### src/rtl/rtc_pkg.sv
`timescale 1ns/1ps
package rtc_pkg;
   localparam int unsigned BUS_W = 32;

   typedef enum logic [2:0] {
      REG_CTRL   = 3'd0,
      REG_CNT_LO = 3'd1,
      REG_CNT_HI = 3'd2,
      REG_ALM_LO = 3'd3,
      REG_ALM_HI = 3'd4,
      REG_RELOAD = 3'd5,
      REG_STATUS = 3'd6
   } reg_addr_e;

   // control bit positions
   localparam int CB_FRZ_HI  = 0;
   localparam int CB_FRZ_LO  = 1;
   localparam int CB_FRZ_PER = 2;
   localparam int CB_CLR     = 3;
   localparam int CB_PER_EN  = 4;

   typedef struct packed {
      logic per_en;
      logic clr;
      logic frz_per;
      logic frz_lo;
      logic frz_hi;
   } ctrl_t;

   localparam int CTRL_W = $bits(ctrl_t);

   // status flag positions: wrap, alarm, tick
   localparam int SB_ROLL  = 31;
   localparam int SB_ALARM = 30;
   localparam int SB_TICK  = 29;
   localparam int N_FLAGS  = 3;
endpackage

### src/rtl/rtc_counter.sv
`timescale 1ns/1ps
module rtc_counter #(
   parameter int LO_W = 32,
   parameter int HI_W = 8
) (
   input  logic                 clk,
   input  logic                 rst_n,
   input  logic                 soft_clr,
   input  logic                 hold_zero,
   input  logic                 frz_lo,
   input  logic                 frz_hi,
   output logic [LO_W-1:0]      lo_q,
   output logic [HI_W-1:0]      hi_q,
   output logic [LO_W+HI_W-1:0] cnt_nxt,
   output logic                 wrap_evt
);
   localparam int CNT_W = LO_W + HI_W;

   generate
      if (LO_W < 1 || LO_W > 32) begin : g_bad_lo
         $error("rtc_counter: LO_W must be 1..32");
      end
      if (HI_W < 1 || HI_W > 32) begin : g_bad_hi
         $error("rtc_counter: HI_W must be 1..32");
      end
   endgenerate

   logic            zero_now;
   logic            lo_carry;
   logic            hi_step;
   logic [LO_W-1:0] lo_nxt;
   logic [HI_W-1:0] hi_nxt;

   always_comb begin
      zero_now = soft_clr | hold_zero;
      lo_carry = !frz_lo && (&lo_q);
      hi_step  = lo_carry && !frz_hi;
      lo_nxt   = frz_lo  ? lo_q : lo_q + 1'b1;
      hi_nxt   = hi_step ? hi_q + 1'b1 : hi_q;
      if (zero_now) begin
         lo_nxt = '0;
         hi_nxt = '0;
      end
      wrap_evt = hi_step && (&hi_q) && !zero_now;
      cnt_nxt  = CNT_W'({hi_nxt, lo_nxt});
   end

   always_ff @(posedge clk or negedge rst_n) begin
      if (!rst_n) begin
         lo_q <= '0;
         hi_q <= '0;
      end else begin
         lo_q <= lo_nxt;
         hi_q <= hi_nxt;
      end
   end

   AST_LO_STEP: assert property (@(posedge clk) disable iff (!rst_n)
      (!frz_lo && !hold_zero && !soft_clr) |=> (lo_q == $past(lo_q) + 1'b1));
   AST_LO_FROZEN: assert property (@(posedge clk) disable iff (!rst_n)
      (frz_lo && !hold_zero && !soft_clr) |=> $stable(lo_q));
   AST_HI_FROZEN: assert property (@(posedge clk) disable iff (!rst_n)
      (frz_hi && !hold_zero && !soft_clr) |=> $stable(hi_q));
   AST_HOLD_ZERO: assert property (@(posedge clk) disable iff (!rst_n)
      hold_zero |=> (lo_q == '0 && hi_q == '0));
   AST_WRAP_TO_ZERO: assert property (@(posedge clk) disable iff (!rst_n)
      wrap_evt |=> (lo_q == '0 && hi_q == '0));
endmodule

### src/rtl/rtc_alarm.sv
`timescale 1ns/1ps
module rtc_alarm #(
   parameter int CNT_W = 40
) (
   input  logic             clk,
   input  logic             rst_n,
   input  logic [CNT_W-1:0] cnt_q,
   input  logic [CNT_W-1:0] cnt_nxt,
   input  logic [CNT_W-1:0] target,
   output logic             hit
);
   // fire only when the counter moves onto the target value
   always_comb hit = (cnt_nxt == target) && (cnt_nxt != cnt_q);

   AST_ALARM_ON_TARGET: assert property (@(posedge clk) disable iff (!rst_n)
      hit |=> (cnt_q == $past(target)));
   AST_ALARM_NOT_STILL: assert property (@(posedge clk) disable iff (!rst_n)
      hit |=> !$stable(cnt_q));
endmodule

### src/rtl/rtc_periodic.sv
`timescale 1ns/1ps
module rtc_periodic #(
   parameter int PER_W = 16
) (
   input  logic             clk,
   input  logic             rst_n,
   input  logic             soft_clr,
   input  logic             en,
   input  logic             frz,
   input  logic [PER_W-1:0] reload,
   output logic             tick
);
   generate
      if (PER_W < 1 || PER_W > 32) begin : g_bad_per
         $error("rtc_periodic: PER_W must be 1..32");
      end
   endgenerate

   logic [PER_W-1:0] cnt_q;
   logic             en_q;
   logic             start;

   always_comb begin
      start = en && !en_q;
      tick  = en && en_q && !frz && (cnt_q == '0) && !soft_clr;
   end

   always_ff @(posedge clk or negedge rst_n) begin
      if (!rst_n) begin
         cnt_q <= '0;
         en_q  <= 1'b0;
      end else if (soft_clr) begin
         cnt_q <= '0;
         en_q  <= 1'b0;
      end else begin
         en_q <= en;
         if (start)
            cnt_q <= reload;
         else if (en && !frz)
            cnt_q <= (cnt_q == '0) ? reload : cnt_q - 1'b1;
      end
   end

   AST_START_LOADS: assert property (@(posedge clk) disable iff (!rst_n)
      (start && !soft_clr) |=> (cnt_q == $past(reload)));
   AST_TICK_RELOADS: assert property (@(posedge clk) disable iff (!rst_n)
      tick |=> (cnt_q == $past(reload)));
   AST_PER_FROZEN: assert property (@(posedge clk) disable iff (!rst_n)
      (en && en_q && frz && !soft_clr) |=> $stable(cnt_q));
endmodule

### src/rtl/rtc_flags.sv
`timescale 1ns/1ps
module rtc_flags #(
   parameter int N = 3
) (
   input  logic         clk,
   input  logic         rst_n,
   input  logic         soft_clr,
   input  logic [N-1:0] set,
   input  logic [N-1:0] clr,
   output logic [N-1:0] flag_q
);
   generate
      for (genvar i = 0; i < N; i++) begin : g_flag
         always_ff @(posedge clk or negedge rst_n) begin
            if (!rst_n)
               flag_q[i] <= 1'b0;
            else if (soft_clr)
               flag_q[i] <= 1'b0;
            else
               flag_q[i] <= set[i] | (flag_q[i] & ~clr[i]);
         end

         AST_SET_WINS: assert property (@(posedge clk) disable iff (!rst_n)
            (set[i] && !soft_clr) |=> flag_q[i]);
         AST_W1C: assert property (@(posedge clk) disable iff (!rst_n)
            (clr[i] && !set[i]) |=> !flag_q[i]);
         AST_STICKY: assert property (@(posedge clk) disable iff (!rst_n)
            (flag_q[i] && !clr[i] && !soft_clr) |=> flag_q[i]);
      end
   endgenerate
endmodule

### src/rtl/rtc_alarm_timer.sv
`timescale 1ns/1ps
module rtc_alarm_timer
   import rtc_pkg::*;
#(
   parameter int              LO_W        = 32,
   parameter int              HI_W        = 8,
   parameter int              PER_W       = 16,
   parameter logic [HI_W-1:0] ALM_HI_MASK = '1
) (
   input  logic             clk,
   input  logic             rst_n,
   input  logic             bus_wr,
   input  logic [2:0]       bus_addr,
   input  logic [BUS_W-1:0] bus_wdata,
   output logic [BUS_W-1:0] bus_rdata,
   output logic             irq_roll,
   output logic             irq_alarm,
   output logic             irq_tick
);
   localparam int CNT_W = LO_W + HI_W;

   generate
      if (LO_W > BUS_W || HI_W > BUS_W || PER_W > BUS_W) begin : g_bad_width
         $error("rtc_alarm_timer: field wider than the bus");
      end
   endgenerate

   ctrl_t              ctrl_q;
   logic [LO_W-1:0]    alm_lo_q;
   logic [HI_W-1:0]    alm_hi_q;
   logic [PER_W-1:0]   reload_q;
   logic [LO_W-1:0]    lo_q;
   logic [HI_W-1:0]    hi_q;
   logic [CNT_W-1:0]   cnt_nxt;
   logic               wrap_evt;
   logic               alarm_hit;
   logic               tick;
   logic               soft_clr;
   logic [N_FLAGS-1:0] flag_set;
   logic [N_FLAGS-1:0] flag_clr;
   logic [N_FLAGS-1:0] flag_q;

   always_comb begin
      soft_clr = bus_wr && (bus_addr == REG_CTRL) && (bus_wdata == '0);
      flag_clr = (bus_wr && bus_addr == REG_STATUS) ?
                 bus_wdata[SB_ROLL:SB_TICK] : '0;
      flag_set = {wrap_evt, alarm_hit, tick};
   end

   always_ff @(posedge clk or negedge rst_n) begin
      if (!rst_n) begin
         ctrl_q   <= '0;
         alm_lo_q <= '0;
         alm_hi_q <= '0;
         reload_q <= '0;
      end else if (bus_wr) begin
         case (bus_addr)
            REG_CTRL:   ctrl_q   <= ctrl_t'(bus_wdata[CTRL_W-1:0]);
            REG_ALM_LO: alm_lo_q <= bus_wdata[LO_W-1:0];
            REG_ALM_HI: alm_hi_q <= bus_wdata[HI_W-1:0] & ALM_HI_MASK;
            REG_RELOAD: reload_q <= bus_wdata[PER_W-1:0];
            default: ;
         endcase
      end
   end

   rtc_counter #(.LO_W(LO_W), .HI_W(HI_W)) u_counter (
      .clk       (clk),
      .rst_n     (rst_n),
      .soft_clr  (soft_clr),
      .hold_zero (ctrl_q.clr),
      .frz_lo    (ctrl_q.frz_lo),
      .frz_hi    (ctrl_q.frz_hi),
      .lo_q      (lo_q),
      .hi_q      (hi_q),
      .cnt_nxt   (cnt_nxt),
      .wrap_evt  (wrap_evt)
   );

   rtc_alarm #(.CNT_W(CNT_W)) u_alarm (
      .clk     (clk),
      .rst_n   (rst_n),
      .cnt_q   ({hi_q, lo_q}),
      .cnt_nxt (cnt_nxt),
      .target  ({alm_hi_q, alm_lo_q}),
      .hit     (alarm_hit)
   );

   rtc_periodic #(.PER_W(PER_W)) u_periodic (
      .clk      (clk),
      .rst_n    (rst_n),
      .soft_clr (soft_clr),
      .en       (ctrl_q.per_en),
      .frz      (ctrl_q.frz_per),
      .reload   (reload_q),
      .tick     (tick)
   );

   rtc_flags #(.N(N_FLAGS)) u_flags (
      .clk      (clk),
      .rst_n    (rst_n),
      .soft_clr (soft_clr),
      .set      (flag_set),
      .clr      (flag_clr),
      .flag_q   (flag_q)
   );

   always_comb begin
      bus_rdata = '0;
      case (bus_addr)
         REG_CTRL:   bus_rdata = BUS_W'(ctrl_q);
         REG_CNT_LO: bus_rdata = BUS_W'(lo_q);
         REG_CNT_HI: bus_rdata = BUS_W'(hi_q);
         REG_ALM_LO: bus_rdata = BUS_W'(alm_lo_q);
         REG_ALM_HI: bus_rdata = BUS_W'(alm_hi_q);
         REG_RELOAD: bus_rdata = BUS_W'(reload_q);
         REG_STATUS: bus_rdata[SB_ROLL:SB_TICK] = flag_q;
         default: ;
      endcase
      irq_roll  = flag_q[2];
      irq_alarm = flag_q[1];
      irq_tick  = flag_q[0];
   end

   AST_ZERO_WRITE_RESETS: assert property (@(posedge clk) disable iff (!rst_n)
      soft_clr |=> (flag_q == '0 && lo_q == '0 && hi_q == '0 && ctrl_q == '0));
   AST_ALM_HI_KEEPS_MASK: assert property (@(posedge clk) disable iff (!rst_n)
      (bus_wr && bus_addr == REG_ALM_HI) |=>
      (alm_hi_q == ($past(bus_wdata[HI_W-1:0]) & ALM_HI_MASK)));
endmodule

### config.mk
export PLATFORM = sky130hd
export DESIGN_NAME = rtc_alarm_timer
export DESIGN_NICKNAME = d
export VERILOG_FILES = /design/src/rtl/rtc_pkg.sv /design/src/rtl/rtc_counter.sv /design/src/rtl/rtc_alarm.sv /design/src/rtl/rtc_periodic.sv /design/src/rtl/rtc_flags.sv /design/src/rtl/rtc_alarm_timer.sv
export SDC_FILE = /design/constraint.sdc
export NUM_CORES = 1
export LEC_CHECK = 0
export BUFFER_PORTS_ARGS = -buffer_cell sky130_fd_sc_hd__clkbuf_2
export CAP_MARGIN = 25
export CORE_MARGIN = 1
export CORE_UTILIZATION = 40
export CTS_CLUSTER_SIZE = 14
export DETAILED_ROUTE_END_ITERATION = 6
export PLACE_DENSITY = 0.62
export SLEW_MARGIN = 20
export SYNTH_ARGS = -nofsm -noshare
export SYNTH_HDL_FRONTEND = slang
export SYNTH_SLANG_ARGS = --single-unit
### constraint.sdc
create_clock -name clk -period 5.4 [get_ports clk]
set_input_delay 1.08 -clock clk [delete_from_list [all_inputs] [get_ports clk]]
set_output_delay 1.08 -clock clk [all_outputs]
set_load 0.05 [all_outputs]
==> results, run 1 <==
- The flow ran to the end, but the final reports show violations.
- The checks that failed: DRC.
- The remaining global-route overflow is 0.
- The clock passes through at most 2 buffers.
- The number of antenna violations at the first check in global routing is 0.
- Across the run, the number of max-cap violations was 0.
- Of the post-synthesis cell area, the dominant cell type holds 0.4073.
- The total iterations of the first detailed-routing run is 7.
- The Yosys step of the flow raised 0 warnings.
- The number of global-route vias before repair is 6528.
- The violation count after the first detailed-route iteration is 760.
- The floorplan die width is 138.3 um.
- The sequential cells in the finished layout cover a total of 3028 um^2.
- After technology mapping, the gate count stands at 794.
- Data on the critical path is required at its endpoint by about 4300 ps.
- The net count of the mapped netlist is 836.
- The die boundary height is 138.3 um.
- The critical path is of the in2out type.
- After legalization and detailed placement, the total HPWL measured between 15000 and 20000 um.
- In this run the tightest slew margin relative to its limit is 0.3474.
- In this run the core area contains 49 standard-cell rows.
- The multi-input combinational cells in the finished layout cover a total of ~4200 um^2.
- The root buffer selected by CTS is sky130_fd_sc_hd__clkbuf_16.
- The cell leakage power is 3.608 nW.
- For this run, the leading register cell type out of synthesis is sky130_fd_sc_hd__dfrtp_1.
- The number of nets in the layout is 890.
- Data on the critical path arrives at its endpoint at 3060 ps.
- After detailed routing, the average wire length per cell comes to between 20 and 25 um.
- The kind of start point of the critical path is an input pin.
- The placeable core area is 18090 um^2.
- The final standard cell utilization of the core is 0.4776.
- The final routed wirelength across all metal layers is 27030 um.
- Yosys mapped a number of flops with a built-in enable equal to 0.
- The type of the worst min-delay path is reg2reg.
- The fraction of the cycle the final worst path needs is 0.7669.
- The netlist uses 74 different library cells.
- After synthesis, the cell types taking the most area are sky130_fd_sc_hd__dfrtp_1 (41%), sky130_fd_sc_hd__mux2_2 (9.2%), sky130_fd_sc_hd__nor2_1 (4.7%).
- The clock-pin slew on the worst setup and hold paths is about 60 ps.
- The post-cts gate resize count is 0.
- A synthesized cell averages 9.362 um^2.
- Based on the critical path, the design can be clocked at up to 0.2415 GHz.
- The H-tree depth reported by CTS is 4.
- In this run the worst path has a maximum fanout of 27.
- The number of hold buffers added after CTS was 0.
- The clock net in this run drives a total of 121 sinks.
- After detailed routing, the number of vias per cell comes to 6.286.
- The count of vias placed by the detailed router is 6852.
- The number of inserted diodes is 0.
- The number of inserted filler cells in the final layout is 1729.
- Dividing total power by cell area gives a power density of around 400 nW/um^2.
- The top cell types in the final layout, fill and taps aside, are sky130_fd_sc_hd__dfrtp_1 (121), sky130_fd_sc_hd__nor2_1 (94), sky130_fd_sc_hd__clkbuf_2 (71).
- The clock reaches the later pin of the worst-skew pair after 430 ps.
- The effective utilization at floorplan is 0.4110.
- The number of post-CTS setup repair buffers is 0.
- The area enclosed by the die boundary is 19130 um^2.
- The number of synthesized register bits is 121.
- STA classifies the critical path endpoint as an output port.
- The share of the Yosys chip area taken by registers is 0.4073.
- The top cell type by total area after synthesis is sky130_fd_sc_hd__dfrtp_1.
- Relative to the synthesized area, the layout overhead comes to 16.19%.
- At the end of routability-driven placement, the weighted congestion stood at 0.9724.
- TritonCTS built the clock tree.
- The leading cell type in the layout, fill and taps excluded is sky130_fd_sc_hd__dfrtp_1.
- The first global-routing pass estimated 41060 um of wire.
- For this run, design rule violations remaining after detail routing come to 8.
- Counting flops with an async set or reset pin after synthesis yields a share of 1.000.
- Between clock sinks in the finished design, the worst skew comes to 13.58 ps.
- The share of layout cells above drive strength 1 is 0.2276.
- The summed instance area of the synthesized netlist is 7433 um^2.
- The setup total negative slack is 0 ps.
- The final count of hold timing violations is 0.
- The total of buffers placed on input and output ports is 72.
- The count of nets left with antenna violations once routing finished came out at 0.
- 73 I/O pins were placed.
- Entering global routing, the biggest net connects 59 pins.
- In the global route stage, overall resource usage came out at 0.2893.
- The final number of setup-violating endpoints is 0.
- The actual slew at the worst max-slew pin is 970.0 ps.
- Setup repair after global routing left no endpoint under its margin.
- The post-route minimum period is 4141 ps.
- The number of max-slew violations in the final report is 0.
- IR analysis of the VDD net gives a maximum drop of 228.9 uV.
- The number of CTS-inserted buffers is 17.
[state kept, by name, indices dropped and copies added, names as in the netlist]
register          flops
u_flags.flag_q        3
u_counter.lo_q       32
ctrl_q                5
u_periodic.cnt_q     16
alm_lo_q             32
reload_q             16
alm_hi_q              8
u_counter.hi_q        8
u_periodic.en_q       1
[synth_stat cells (5+ instances only)]
| master | n |
|---|---|
| sky130_fd_sc_hd__a211oi_1 | 5 |
| sky130_fd_sc_hd__a21oi_1 | 37 |
| sky130_fd_sc_hd__a22o_1 | 15 |
| sky130_fd_sc_hd__a22oi_1 | 9 |
| sky130_fd_sc_hd__a31oi_1 | 9 |
| sky130_fd_sc_hd__and2_1 | 6 |
| sky130_fd_sc_hd__buf_1 | 9 |
| sky130_fd_sc_hd__buf_2 | 12 |
| sky130_fd_sc_hd__clkbuf_1 | 25 |
| sky130_fd_sc_hd__dfrtp_1 | 121 |
| sky130_fd_sc_hd__inv_1 | 15 |
| sky130_fd_sc_hd__mux2_2 | 61 |
| sky130_fd_sc_hd__mux2i_1 | 25 |
| sky130_fd_sc_hd__nand2_1 | 47 |
| sky130_fd_sc_hd__nand3_1 | 22 |
| sky130_fd_sc_hd__nand4_1 | 22 |
| sky130_fd_sc_hd__nor2_1 | 94 |
| sky130_fd_sc_hd__nor2b_1 | 14 |
| sky130_fd_sc_hd__nor3_1 | 34 |
| sky130_fd_sc_hd__nor4_1 | 37 |
| sky130_fd_sc_hd__o21ai_0 | 32 |
| sky130_fd_sc_hd__o22ai_1 | 8 |
| sky130_fd_sc_hd__or3_1 | 10 |
| sky130_fd_sc_hd__or4_1 | 7 |
| sky130_fd_sc_hd__xnor2_1 | 24 |
| sky130_fd_sc_hd__xor2_1 | 16 |
[report_power, final]
group / total, W / leakage (nW) / switching (W) / internal (W)
Combinational: 0.000765 / 1.76 / 0.000447 / 0.000318
Sequential: 0.00137 / 1.53 / 0.000293 / 0.00108
Clock: 0.00129 / 0.320 / 0.000447 / 0.000842
Total: 0.00342 / 3.61 / 0.00119 / 0.00224
[through the flow]
step	area, um^2	setup slack, ps	hold WS, ps	cells	total power, W
floorplan	7433	1237	496.2	794	0.001813
global placement	7978	1108	529.3	1057	0.002119
finish	8637	1259	549.8	1090	0.003423
CTS	8637	1313	551.2	1090	0.003404
global route	8637	1112	566.3	1090	0.003556
detailed placement	7985	1073	538.1	1058	0.002127
[critical path, cell delays in order]
cell	delay (ps)
sky130_fd_sc_hd__clkbuf_2	600
sky130_fd_sc_hd__and3_1	760
sky130_fd_sc_hd__a221o_1	300
sky130_fd_sc_hd__clkbuf_2	290
[final timing paths]
| kind | start | endpoint | slack (ps) | cells past startpoint |
|---|---|---|---|---|
| worst max-delay path | bus_addr[1] | bus_rdata[7] | 1260 | 4 |
| min in group asynchronous | rst_n | u_counter.lo_q[30] | 620 | 1 |
| worst min-delay path | reload_q[11] | reload_q[11] | 550 | 1 |
| worst max register to register | u_counter.lo_q[4] | u_flags.flag_q[1] | 1560 | 10 |
| max in group asynchronous | rst_n | reload_q[15] | 3720 | 2 |
| worst min register to register | reload_q[11] | reload_q[11] | 550 | 1 |
[per-layer routing]
layer / track usage / wire [um] / up-vias
met4: 0.1159 / 826 / 0
met2: 0.4120 / 11610 / 321
met1: 0.4166 / 12340 / 3417
met3: 0.07343 / 2256 / 56
met5: 0 / 0 / -
li1: - / - / 3058
[final cells by class]
cell class,count,area share
multi-input combinational,609,0.4808
sequential,121,0.3506
timing repair buffer,83,0.05302
clock buffer,20,0.05288
tap,229,0.03317
clock inverter,12,0.02260
inverter,16,0.006954
[kinds of logic after synthesis]
kind of cell             Yosys count  share of synthesized area
adder cells (fa/ha/maj)            4                   0.006733
AND/OR/NAND/NOR                  327                     0.2351
flip-flops                       121                     0.4073
XOR/XNOR                          41                    0.05016
multiplexers                      87                     0.1291
buffers and inverters             64                    0.03585
AO/OA/AOI/OAI                    150                     0.1357
Note: power is estimated with default switching activity, not from simulation.
==> run 2: changes to the inputs <==
ABC_AREA = 1   (was default)
PLACE_DENSITY = 0.64   (was 0.62)
clock period = 3.6 ns   (was 5.4 ns; I/O delays follow)
==> run 2 against run 1 <==
First-iteration DRC count is 7.0% lower. Count of clock-buffer cells in the layout is 2 higher. Via count is 13% higher. Synthesized area is 3.2% higher. Critical endpoint unchanged. Core utilization is 2.2 points higher. Setup slack worse by 710 ps. Register-to-register slack worse by 750 ps. Global-route usage is 2.0 points lower. Clock power is 58% higher. The run now ends clean. Combinational power is 76% higher. Sequential share of layout area is 2.8 points lower.
==> results, run 2 <==
- The worst setup slack after placement is 423.9 ps (-648.6 ps).
- Setup repair after global routing left no endpoint under its margin.
- The first-pass GRT wire length is 40240 um (-2.0%).
- The H-tree depth reported by CTS is 4 (unchanged).
- The instance count of the mapped netlist is 1121 (+41%).
- The flow ran to the end, and the final reports show no timing, DRC or antenna violations.
- In the final layout, the registers with the most flip-flops are alm_lo_q (32), u_counter.lo_q (32).
- The net count of the mapped netlist was 1163 (+39%).
- The number of antenna-violating nets in the routed design came to 0 (unchanged).
- The number of inserted diodes is 0 (unchanged).
- The critical path is of the in2out type.
- Summed over all instances, the cell type with the most area after synthesis is sky130_fd_sc_hd__dfrtp_1.
- The most common cell in the synthesized netlist is sky130_fd_sc_hd__nand2_1.
- The root buffer cell chosen for the clock tree is sky130_fd_sc_hd__clkbuf_16.
- The post-detailed-route DRC marker count is 0 (-8).
- The die boundary height is 140.5 um (+1.6%).
- The share of layout cells above drive strength 1 came to 0.1152 (-0.1125).
- The required time of the worst setup path came to 2880 ps (-1440 ps).
- The number of CTS-inserted buffers is 17 (unchanged).
- The share of async-settable or async-resettable flops after synthesis is 1.000 (unchanged).
- The final routed wirelength across all metal layers is 25110 um (-7.1%).
- The worst-case setup margin in the final layout is 553.3 ps (-705.7 ps).
- The mean instance size in the synthesized netlist is 6.846 um^2 (-27%).
- The post-synthesis sequential area ratio is 0.3945 (-0.01282).
- The post-cts gate resize count is 0 (unchanged).
- The clock-pin slew on the worst setup and hold paths is 60 ps (about the same).
- The total of hold buffers inserted after clock tree synthesis is 0 (unchanged).
- The met3 wire length was 1725 um (-24%).
- The number of vias per cell after detailed routing is 5.362 (-15%).
- The remaining global-route overflow is 0 (unchanged).
- The total iterations of the first detailed-routing run is 6 (-1).
- The total of buffers placed on input and output ports is 72 (unchanged).
- Dividing the final minimum period by the clock period gives 0.8463.
- The detailed placement HPWL is 19280 um (-3.0%).
- The cell leakage power is 4.745 nW (+32%).
- The most used flip-flop cell after synthesis is sky130_fd_sc_hd__dfrtp_1.
- Sorting the synthesized cells by how often they occur yields sky130_fd_sc_hd__nand2_1 (309), sky130_fd_sc_hd__inv_1 (181), sky130_fd_sc_hd__nor2_1 (143).
- The launching element of the worst setup path is bus_addr[0].
- The area overhead of the layout relative to synthesis is 22.25%.
- The count of synthesis-stage warnings from yosys is 0 (unchanged).
- The number of nets in the layout came to 1236 (+39%).
- TritonCTS built the clock tree.
- The detailed-route wire length on metal 1 came to 11500 um (-6.8%).
- The number of enable-type register cells in the synthesized netlist is 0 (unchanged).
- Sorting the synthesized cells by area gives the leading types as sky130_fd_sc_hd__dfrtp_1 (39%), sky130_fd_sc_hd__nand2_1 (15%), sky130_fd_sc_hd__inv_1 (8.9%).
- The number of max-slew violations in the final report was 0 (unchanged).
- The violation count after the first detailed-route iteration is 707 (-7.0%).
- The count of vias placed by the detailed router was 7727 (+13%).
- The data arrival at the endpoint of the critical path is 2330 ps (-730 ps).
- The post-detailed-route wirelength per cell is 17.43 um (-30%).
- The effective utilization at floorplan is 0.4089 (-0.002066).
- The number of distinct library cell variants in the gate-level netlist after synthesis is 49 (-34%).
- The floorplan die width was 140.5 um (+1.6%).
- The depth of the most critical reg-to-reg path was 19 (+9).
- The library cell used most frequently in the layout, excluding fill and tap cells, is sky130_fd_sc_hd__nand2_1.
- The number of post-CTS setup repair buffers came to 0 (unchanged).
- The final count of hold timing violations is 0 (unchanged).
- The cell area power density came to 556.6 nW/um^2 (+40%).
- The summed instance area of the synthesized netlist was 7675 um^2 (+3.2%).
- The peak ir drop on the vdd network was 435.0 uV (+90%).
- The detailed-routed wire length on met2 is 11220 um (-3.4%).
- The kind of start point of the critical path is an input pin.
- The number of top-level design ports is 73 (unchanged).
- The weighted congestion reported at the end of routability-driven placement is 0.9631 (-0.96%).
- The top metal layer carrying routed signals is met4.
- The highest fanout seen on the critical path was 14 (-48%).
- The final standard cell utilization of the core is 0.4999 (+0.02238).
- The placement row count came to 50 (+2.0%).
- The number of antenna violations at the first check in global routing was 0 (unchanged).
- STA classifies the critical path endpoint as an output port.
- The actual slew at the worst max-slew pin came to 917.4 ps (-52.67 ps).
- The total global routing track utilization is 0.2693 (-0.02002).
- The startpoint of the most critical register-to-register path is ctrl_q[1].
- The number of global-route vias before repair is 7433 (+14%).
- The final number of setup-violating endpoints is 0 (unchanged).
- The top cell types in the final layout, fill and taps aside, are sky130_fd_sc_hd__nand2_1 (308), sky130_fd_sc_hd__inv_1 (181), sky130_fd_sc_hd__nor2_1 (143).
- The buffer levels on the longest clock path was 2 (unchanged).
- The reported max-cap violation count was 0 (unchanged).
- The normalized max-slew margin is 0.3869 (+0.03959).
- The clock tree skew after final layout is 9.664 ps (-3.913 ps).
- The latest clock arrival within the worst-skew pair is 430 ps (about the same).
- The type of the worst min-delay path is in2async.
- The setup total negative slack is 0 ps (unchanged).
- The number of synthesized register bits is 121 (unchanged).
- The total number of clock tree sinks is 121 (unchanged).
- The area enclosed by the die boundary was 19740 um^2 (+3.2%).
- The placeable core area is 18770 um^2 (+3.8%).
- Static timing analysis puts the maximum clock frequency at 0.3282 GHz.
- The clock period could shrink to 3047 ps.
- The share of the synthesized area in the top cell type is 0.3945 (-0.01282).
- The pin count of the biggest net entering global routing is 57 (-3.4%).
run 2: report_power, final:
part	switching [W]	internal [W]
logic	0.000866	0.000480
clock network	0.000670	0.00137
registers	0.000236	0.00160
total	0.00177	0.00345
run 2: cell families after synthesis:
kind of cell,Yosys count,synth area share
compound gates,164,0.1278
simple gates,588,0.3280
flops,121,0.3945
buf+inv,216,0.1109
mux,1,0.001467
xor+xnor,27,0.03081
fa+ha+maj,4,0.006521
run 2: routing by layer:
layer  vias up  track usage
met5         -            0
met1      3639       0.3749
met4         0       0.1064
met2       301       0.4126
met3        52      0.05094
li1       3735            -
run 2: critical path: stages:
cell and delay (ps):
sky130_fd_sc_hd__clkbuf_2 130, sky130_fd_sc_hd__inv_1 100, sky130_fd_sc_hd__nor2_1 70, sky130_fd_sc_hd__nand2_1 90
sky130_fd_sc_hd__buf_4 220, sky130_fd_sc_hd__inv_1 220, sky130_fd_sc_hd__a221oi_1 340, sky130_fd_sc_hd__o21ai_0 230
sky130_fd_sc_hd__buf_12 210
run 2: cell type report:
| cell class | instances | area [um^2] |
|---|---|---|
| clock buffers | 22 | 484.2 |
| inverters | 186 | 698.2 |
| clock inverters | 10 | 212.7 |
| flip-flops and latches | 121 | 3028 |
| well taps | 234 | 292.8 |
| fillers | 1887 | 9385 |
| multi-input cells | 784 | 3799 |
| repair buffers | 84 | 868.3 |
run 2: final timing paths:
kind                            slack [ps]           endpoint
worst max-delay path                   550       bus_rdata[7]
worst min-delay path                   230       alm_lo_q[27]
worst max register to register         810  u_flags.flag_q[1]
worst min register to register         490        alm_hi_q[4]
max in group asynchronous             2500        reload_q[6]
min in group clk                       490        alm_hi_q[4]
run 2: per-stage QoR:
step	instance area, um^2	cells	total power (W)	hold slack (ps)
floorplan	7675	1121	0.002713	424.4
global placement	8686	1409	0.003157	472.7
detailed placement	8686	1409	0.003177	477.2
CTS	9383	1441	0.005226	243.8
global route	9383	1441	0.005490	254.4
finish	9383	1441	0.005222	225.8
